**src/rtl/i2c_chunk_seq_pkg.sv**
```systemverilog
// Shared types for the segmented I2C master sequencer.
// Assumes: result codes are fixed and visible to the controller above.
package i2c_chunk_seq_pkg;

    typedef enum logic [2:0] {
        RES_OK      = 3'd0,
        RES_SHORT   = 3'd1,
        RES_TIMEOUT = 3'd2,
        RES_BADLEN  = 3'd3,
        RES_QUICK   = 3'd4
    } res_t;

    typedef enum logic [3:0] {
        ST_IDLE,
        ST_QUICK,
        ST_LOAD,
        ST_ISSUE,
        ST_WAIT,
        ST_ABORT,
        ST_DRAIN,
        ST_CLEAR
    } seq_state_t;

endpackage

```
**src/rtl/seg_planner.sv**
```systemverilog
// Derives the next segment's fields from the bytes still to move.
// Assumes: rem_bytes is nonzero whenever the fields are used.
module seg_planner #(
    parameter int LEN_W   = 8,
    parameter int SEG_MAX = 4,
    localparam int CW     = $clog2(SEG_MAX),
    localparam int CNT_W  = $clog2(SEG_MAX + 1)
) (
    input  logic [LEN_W-1:0] rem_bytes,
    input  logic             comb,
    output logic [CNT_W-1:0] seg_bytes,
    output logic [CW-1:0]    cnt_m1,
    output logic             chain,
    output logic             rstart
);
    localparam logic [LEN_W-1:0] SEG_L = LEN_W'(SEG_MAX);

    // Segment size, encoded count, chain and repeated-start choice.
    always_comb begin
        chain     = rem_bytes > SEG_L;
        seg_bytes = chain ? CNT_W'(SEG_MAX) : CNT_W'(rem_bytes);
        cnt_m1    = CW'(seg_bytes - CNT_W'(1));
        rstart    = !chain && comb;
    end
endmodule

```
**src/rtl/seg_watchdog.sv**
```systemverilog
// Counts cycles spent waiting for a segment and flags expiry.
// Assumes: arm pulses once per segment, before the wait begins.
module seg_watchdog #(
    parameter int TMO_CYC = 64,
    localparam int TW     = $clog2(TMO_CYC + 1)
) (
    input  logic clk,
    input  logic rst_n,
    input  logic arm,
    input  logic run,
    output logic expired
);
    logic [TW-1:0] cnt;

    // Restart on a new segment, advance while waiting.
    always_ff @(posedge clk) begin
        if (!rst_n)      cnt <= '0;
        else if (arm)    cnt <= '0;
        else if (run && !expired) cnt <= cnt + TW'(1);
    end

    assign expired = run && (cnt == TW'(TMO_CYC - 1));
endmodule

```
**src/rtl/i2c_chunk_seq.sv**
```systemverilog
// Splits one I2C master message into chained segments for a byte engine,
// checks each completion count and handles abort / bus-free / clear.
// Assumes: start only while idle; seg_done only while a segment is pending.
module i2c_chunk_seq
    import i2c_chunk_seq_pkg::*;
#(
    parameter int LEN_W   = 8,
    parameter int SEG_MAX = 4,
    parameter int TMO_CYC = 64,
    localparam int CW     = $clog2(SEG_MAX),
    localparam int CNT_W  = $clog2(SEG_MAX + 1)
) (
    input  logic             clk,
    input  logic             rst_n,
    input  logic             start,
    input  logic [LEN_W-1:0] msg_len,
    input  logic             msg_rd,
    input  logic             msg_comb,
    input  logic             msg_alone,
    output logic             cmd_go,
    output logic [CW-1:0]    cmd_cnt_m1,
    output logic             cmd_rd,
    output logic             cmd_chain,
    output logic             cmd_rstart,
    output logic             wr_load,
    input  logic             seg_done,
    input  logic [CNT_W-1:0] seg_count,
    output logic             abort_req,
    input  logic             bus_free,
    output logic             clr_err,
    output logic             quick_req,
    output logic             done,
    output logic [2:0]       result
);
    seq_state_t       state;
    logic [LEN_W-1:0] rem;
    logic             rd_q, comb_q;
    res_t             code_q;
    logic [CNT_W-1:0] seg_bytes;
    logic             chain, rstart, expired;

    seg_planner #(.LEN_W(LEN_W), .SEG_MAX(SEG_MAX)) u_plan (
        .rem_bytes (rem),
        .comb      (comb_q),
        .seg_bytes (seg_bytes),
        .cnt_m1    (cmd_cnt_m1),
        .chain     (chain),
        .rstart    (rstart)
    );

    seg_watchdog #(.TMO_CYC(TMO_CYC)) u_wdog (
        .clk     (clk),
        .rst_n   (rst_n),
        .arm     (cmd_go),
        .run     (state == ST_WAIT),
        .expired (expired)
    );

    // Strobes and command fields decoded from the current state.
    always_comb begin
        cmd_go     = state == ST_ISSUE;
        wr_load    = state == ST_LOAD;
        abort_req  = state == ST_ABORT;
        clr_err    = state == ST_CLEAR;
        quick_req  = state == ST_QUICK;
        cmd_rd     = rd_q;
        cmd_chain  = cmd_go && chain;
        cmd_rstart = cmd_go && rstart;
    end

    // Message sequencing, completion checking and error recovery.
    always_ff @(posedge clk) begin
        if (!rst_n) begin
            state  <= ST_IDLE;
            rem    <= '0;
            rd_q   <= 1'b0;
            comb_q <= 1'b0;
            code_q <= RES_OK;
            done   <= 1'b0;
            result <= 3'd0;
        end else begin
            done <= 1'b0;
            case (state)
                ST_IDLE: if (start) begin
                    if (msg_len == '0) begin
                        if (msg_alone) state <= ST_QUICK;
                        else begin
                            done   <= 1'b1;
                            result <= RES_BADLEN;
                        end
                    end else begin
                        rem    <= msg_len;
                        rd_q   <= msg_rd;
                        comb_q <= msg_comb;
                        state  <= msg_rd ? ST_ISSUE : ST_LOAD;
                    end
                end
                ST_QUICK: begin
                    state  <= ST_IDLE;
                    done   <= 1'b1;
                    result <= RES_QUICK;
                end
                ST_LOAD:  state <= ST_ISSUE;
                ST_ISSUE: state <= ST_WAIT;
                ST_WAIT: begin
                    if (seg_done) begin
                        if (seg_count != seg_bytes) begin
                            code_q <= RES_SHORT;
                            if (chain || comb_q) state <= ST_ABORT;
                            else begin
                                state  <= ST_IDLE;
                                done   <= 1'b1;
                                result <= RES_SHORT;
                            end
                        end else if (!chain) begin
                            state  <= ST_IDLE;
                            done   <= 1'b1;
                            result <= RES_OK;
                        end else begin
                            rem   <= rem - LEN_W'(seg_bytes);
                            state <= rd_q ? ST_ISSUE : ST_LOAD;
                        end
                    end else if (expired) begin
                        code_q <= RES_TIMEOUT;
                        state  <= ST_ABORT;
                    end
                end
                ST_ABORT: state <= ST_DRAIN;
                ST_DRAIN: if (bus_free) state <= ST_CLEAR;
                ST_CLEAR: begin
                    state  <= ST_IDLE;
                    done   <= 1'b1;
                    result <= code_q;
                end
                default:  state <= ST_IDLE;
            endcase
        end
    end
endmodule

```
**config.mk**
```make
export PLATFORM = sky130hd
export DESIGN_NAME = i2c_chunk_seq
export DESIGN_NICKNAME = d
export VERILOG_FILES = /design/src/rtl/i2c_chunk_seq_pkg.sv /design/src/rtl/seg_planner.sv /design/src/rtl/seg_watchdog.sv /design/src/rtl/i2c_chunk_seq.sv
export SDC_FILE = /design/constraint.sdc
export NUM_CORES = 1
export LEC_CHECK = 0
export ABC_AREA = 1
export BUFFER_PORTS_ARGS = -buffer_cell sky130_fd_sc_hd__clkbuf_2
export CAP_MARGIN = 30
export CORE_MARGIN = 2
export CORE_UTILIZATION = 25
export CTS_CLUSTER_DIAMETER = 200
export DETAILED_ROUTE_END_ITERATION = 10
export PLACE_DENSITY = 0.42
export SLEW_MARGIN = 20
export SYNTH_ARGS = -nofsm -noshare
export SYNTH_HDL_FRONTEND = slang
export SYNTH_SLANG_ARGS = --single-unit
export TNS_END_PERCENT = 5
```
**constraint.sdc**
```tcl
create_clock -name clk -period 4.12 [get_ports clk]
set_input_delay 0.412 -clock clk [delete_from_list [all_inputs] [get_ports clk]]
set_output_delay 0.412 -clock clk [all_outputs]
set_load 0.1 [all_outputs]
```
Yosys cells after proc, flatten, opt, wreduce, memory -nomap -nowiden. Cells that the tools add are included.

Register bits after elaboration: 28. Bits of input ports: 19. Output and inout port bits: 14. Logic and storage cells: 94.

Add/subtract/negate cells: 3. $lt $le $gt $ge: 1. Equality and inequality tests: 22. Multiplexer cells: 38. Bitwise logic cells: 2. Reduce and logical (&&, ||, !) cells: 20.

Operators with widths (count): 8-bit two-way mux (5); 3-bit two-way mux (12); 4-bit two-way mux (7); 4-bit case mux with 6 select lines (1); 4-bit by 3-bit equality test with 1-bit output (second input constant) (4); 2-bit != test (second input constant) (8); 8-bit case mux with 2 select lines (1); 3-bit != test (second input constant) (4); 3-bit case mux with 4 select lines (1); 1-bit two-way mux (9); 4-bit by 2-bit equality test with 1-bit output (second input constant) (2); 8-bit by 3-bit > comparator with 1-bit output (second input constant) (1); 8-bit logical NOT (1); 8-bit by 3-bit subtractor with 8-bit output (1); 7-bit by 1-bit adder with 7-bit output (second input constant) (1); 7-bit by 6-bit equality test with 1-bit output (second input constant) (1); 7-bit AND reduction (1); 3-bit AND reduction (2); 6-bit AND reduction (1); 1-bit logical AND (5); 4-bit by 1-bit equality test with 1-bit output (second input constant) (1); 4-bit logical NOT (1); 4-bit AND reduction (1); 2-bit nonzero test (2); other kinds (10) (13).

Depth between registers and ports, before layout.
Depth after elaboration: 7. Depth in mapped cells: 13. Mapped depth without buffers: 13.

Modules after synthesis. Synthesis repeated with hierarchy kept, for this count alone.

Cells, all modules: 318. Area, all modules: 1963.1 um2.

By module, submodules not included: i2c_chunk_seq (instances 1, cells an instance 244, area an instance 1447.6 um2, sequential area each 380.4 um2); seg_watchdog (instances 1, cells an instance 55, area an instance 381.6 um2, sequential area each 140.1 um2); seg_planner (instances 1, cells an instance 19, area an instance 133.9 um2, sequential area each 0.0 um2).

Worst setup path after synthesis. OpenSTA, ideal clock, no wires.

Path kind: register to output. From: register state[0]. To: output cmd_rstart. Arrival: 4137 ps. Required time: 3708 ps. Slack: -429 ps. Stages on the path, launching flop included: 5. Path buffers: 0. Cell sequence: dfxtp_1 nand2_1 nor2_1 inv_1 nor3_1.

Word-level cells in the longest chain between the ends: 2.

RTL lines: from (decl) (RTL line i2c_chunk_seq.sv:35) `seq_state_t state;`; from (signal assigned) (RTL line i2c_chunk_seq.sv:95) `state <= msg_rd ? ST_ISSUE : ST_LOAD;`; from (signal assigned) (RTL line i2c_chunk_seq.sv:121) `state <= rd_q ? ST_ISSUE : ST_LOAD;`; 4-bit by 2-bit equality test with 1-bit output (RTL line i2c_chunk_seq.sv:61) `cmd_go = state == ST_ISSUE;`; via cmd_go (RTL line i2c_chunk_seq.sv:20) `output logic cmd_go,`; 1-bit logical AND (RTL line i2c_chunk_seq.sv:68) `cmd_rstart = cmd_go && rstart;`; to (decl) (RTL line i2c_chunk_seq.sv:24) `output logic cmd_rstart,`.

The timed path passes the listed nets, and every way through them passes these cells.

Worst setup path in the final report.
From: register rem[4]. To: output cmd_rstart.

Word-level cells in the longest chain between the ends: 4.

RTL lines: from (decl) (RTL line i2c_chunk_seq.sv:36) `logic [LEN_W-1:0] rem;`; from (signal assigned) (RTL line i2c_chunk_seq.sv:92) `rem <= msg_len;`; from (signal assigned) (RTL line i2c_chunk_seq.sv:120) `rem <= rem - LEN_W'(seg_bytes);`; 8-bit by 3-bit > comparator with 1-bit output (RTL line seg_planner.sv:20) `chain = rem_bytes > SEG_L;`; 1-bit logical NOT (RTL line seg_planner.sv:23) `rstart = !chain && comb;`; 1-bit logical AND (RTL line seg_planner.sv:23); 1-bit logical AND (RTL line i2c_chunk_seq.sv:68).

No other way between the ends.

==> flow_metrics.py <==
metrics = {
    "global_route": {
        "grt_pass1_vias": 1689,
        "grt.total_usage_pct": 12.7,
        "gr-total-overflow": 0,
        "grt_pass1_wl_microns": 7670,
        "grt_max_degree": 19,
        "antenna_found_initial": 0,
    },
    "worst_hold_path": {
        "holdPathStages": 3,
        "min_path_type": "primary input to flip-flop",
        "worstHoldStart": "msg_comb",
        "min_to": "comb_q$_SDFFE_PN0P_",
    },
    "power_and_ir_drop": {
        "pwr-share-seq_pct": 23.0,
        "switchingPower_mw": 1.00,
        "power_density_nw_per_um2": 852,
        "clockPowerShare_pct": 12.6,
        "leakagePower_nw": 0.955,
        "power_frac_comb_pct": 64.4,
        "p_sw_share_pct": 57.3,
        "ir_drop_v": 0.000178,
        "p_int_mw": 0.748,
    },
    "sta": {
        "slew_headroom_pct": 63.9,
        "setup-tns-final_ns": 0,
        "rsz0062_at_grt": "false",
        "fin_skew_ns": 0.0105,
        "fmax_mhz": 435,
        "finalHoldViolCount": 0,
        "drv_slew": 0,
        "worstMarginPinSlew_ns": 0.543,
        "finalSetupViolations": 0,
        "hold_ws_ns": 0.409,
        "timing.final.crit_share_pct": 55.8,
        "period_needed_ns": 2.30,
    },
    "place": {
        "port_buffers": 32,
        "routabilityCongestion": 0.793,
        "dp.final_hpwl_microns": 3550,
        "placed_area_sq_um": 1990,
    },
    "clock_network": {
        "cts_tree": "yes",
        "post_cts_buffers": 0,
        "clk_pin_slew_ns": 0.11,
        "cts-resized-gates": 0,
        "holdBufCountCts": 0,
        "h-tree-depth": 1,
        "cts.sinks": 26,
        "numCtsBuffers": 3,
        "clockBufferDepth": 2,
        "root_buffer": "clkbuf_8",
        "clock_latency_ns": 0.28,
    },
    "route": {
        "num_vias": 1675,
        "first_iter_violations": 50,
        "drc": 0,
        "postRouteAntennaNets": 0,
        "finalWirelength_microns": 4470,
        "first_pass_iters": 4,
        "post_drt_wl_per_cell_microns": 11.8,
        "viasPerCell": 4.41,
    },
    "critical_path": {
        "critPathTopFamily": "buffers and inverters",
        "slowest_delay_ns": 0.47,
        "worst_setup_path_start_kind": "flip-flop",
        "crit_buf_inv": 3,
        "crit_type": "flip-flop to primary output",
        "path_max_fanout": 5,
        "path_cells": "inv_1, nand2_1, nor2_1, nand2_1, nor2_4, inv_1, nor3_2, clkbuf_2",
        "r2r_cells": 9,
        "slowest_stage": "clkbuf_2",
        "reg2reg_from": "state[0]$_SDFFE_PN0P_",
        "crit_path_end_kind": "primary output",
        "r2r_setup_slack_ns": 2.31,
        "cp_data_required_time_ns": 3.71,
        "r2r_end": "u_wdog.cnt[5]$_SDFFE_PP0P_",
        "crit_arrival_ns": 1.89,
    },
    "floorplan": {
        "pin_count": 33,
        "start_util_pct": 25.7,
        "die_w_microns": 87.3,
        "die_h_microns": 87.3,
        "dieArea_sq_um": 7620,
        "core-area_sq_um": 6760,
        "num_rows": 30,
    },
    "logic_synthesis": {
        "synth_cell_types": 34,
        "synth_seq_area_share_pct": 30.0,
        "syn_area_sq_um": 1740,
        "synth_seq_cells": 26,
        "syn-num-nets": 288,
        "syn_inst": 267,
        "yosysWarnings": 0,
        "synth.avg_cell_area_sq_um": 6.50,
    },
    "final_layout": {
        "area_growth_pct": 18.5,
        "final_cell_area_sq_um": 2060,
        "layout_common_cells": "nand2_1 (62), nor2_1 (43), clkbuf_2 (32), inv_1 (30), dfxtp_1 (26)",
        "n_antenna_cell": 0,
        "fin_nets": 322,
        "n_fill_cell": 792,
        "final_common_cell": "nand2_1",
        "drive_above_1_share_pct": 22.3,
    },
    "run_status": {
        "status": "finished, final reports clean",
    },
    "run": {
        "maxCapViolCount": 0,
    },
}
## cell type report
type / instances / area, sq um / share of cell area, %
clock inverter: 1 / 30.0 / 1.46
clock buffer: 3 / 41.3 / 2.01
inverter: 36 / 135 / 6.57
multi-input combinational: 202 / 1070 / 52.0
sequential: 26 / 520 / 25.3
timing repair buffer: 32 / 160 / 7.79
tap: 80 / 100 / 4.87
## power by group through the flow
stage / logic (mW) / registers, mW / clock network (mW)
after floorplan: 0.820 / 0.528 / 0
after global placement: 1.15 / 0.409 / 0
after detailed placement: 1.14 / 0.407 / 0
after CTS: 1.15 / 0.402 / 0.232
after global routing: 1.26 / 0.413 / 0.239
final: 1.13 / 0.403 / 0.221
## sequential cells by signal (all words and copies together) (netlist names)
name        cells
code_q          2
result          3
u_wdog.cnt      7
comb_q          1
rem             8
state           3
cmd_rd          1
done            1
## metrics by stage
stage / cells / setup WS (ns) / utilization, % / total power, mW
after CTS: 380 / 1.80 / 30.4 / 1.78
after global placement: 376 / 2.14 / 29.4 / 1.56
final: 380 / 1.82 / 30.4 / 1.75
after global routing: 380 / 1.68 / 30.4 / 1.91
after floorplan: 267 / 0.326 / - / 1.35
after detailed placement: 376 / 2.12 / 29.4 / 1.55
## worst max path at each step
stage,from,endpoint,cells past startpoint
6_report,rem[4]$_SDFFE_PN0P_,cmd_rstart,8
5_1_grt,rem[4]$_SDFFE_PN0P_,cmd_rstart,8
4_1_cts,rem[4]$_SDFFE_PN0P_,cmd_rstart,8
3_5_place_dp,rem[4]$_SDFFE_PN0P_,cmd_rstart,8
3_3_place_gp,rem[4]$_SDFFE_PN0P_,cmd_rstart,8
2_1_floorplan,state[0]$_SDFFE_PN0P_,cmd_chain,4
## per-layer routing
metal	GRT usage, %	wire length [microns]	vias to the layer above
met5	0	0	-
met1	16.4	2230	727
met2	21.8	2050	23
li1	-	-	921
met4	2.38	43	0
met3	2.56	145	4
## logic make-up after synthesis
logic type | Yosys count | synth area share (%)
other cells | 1 | 0.216
buf+inv | 39 | 8.65
simple gates | 156 | 45.2
fa+ha+maj | 2 | 1.44
compound gates | 40 | 13.0
flops | 26 | 30.0
xor+xnor | 3 | 1.51
## worst register-to-register path: cells and delay by family, from the launching register on
| kind | cells | cell delay, ns |
|---|---|---|
| flip-flops | 1 | 0.36 |
| AND/OR/NAND/NOR | 6 | 0.93 |
| XOR/XNOR | 1 | 0.13 |
| buffers and inverters | 2 | 0.28 |
## cell usage after synthesis, drive strengths merged
master   n  share of area [%]
nand2   69                 16
nor2    53                 16
inv     35                7.6
dfxtp   26                 30
a21oi   19                6.3
nand3   18                6.8
o21ai   16                4.6
nor3     7                2.6
nand4    5                1.8
buf      3               0.86
ha       2                1.4
nand3b   2               0.86
o211ai   2               0.86
or2      2               0.72
xnor2    2                1.0
a22oi    1               0.43
a31oi    1               0.36
clkinv   1               0.22
conb     1               0.22
o22ai    1               0.36
xor2     1               0.50
Power figures use the tool's default switching activity.
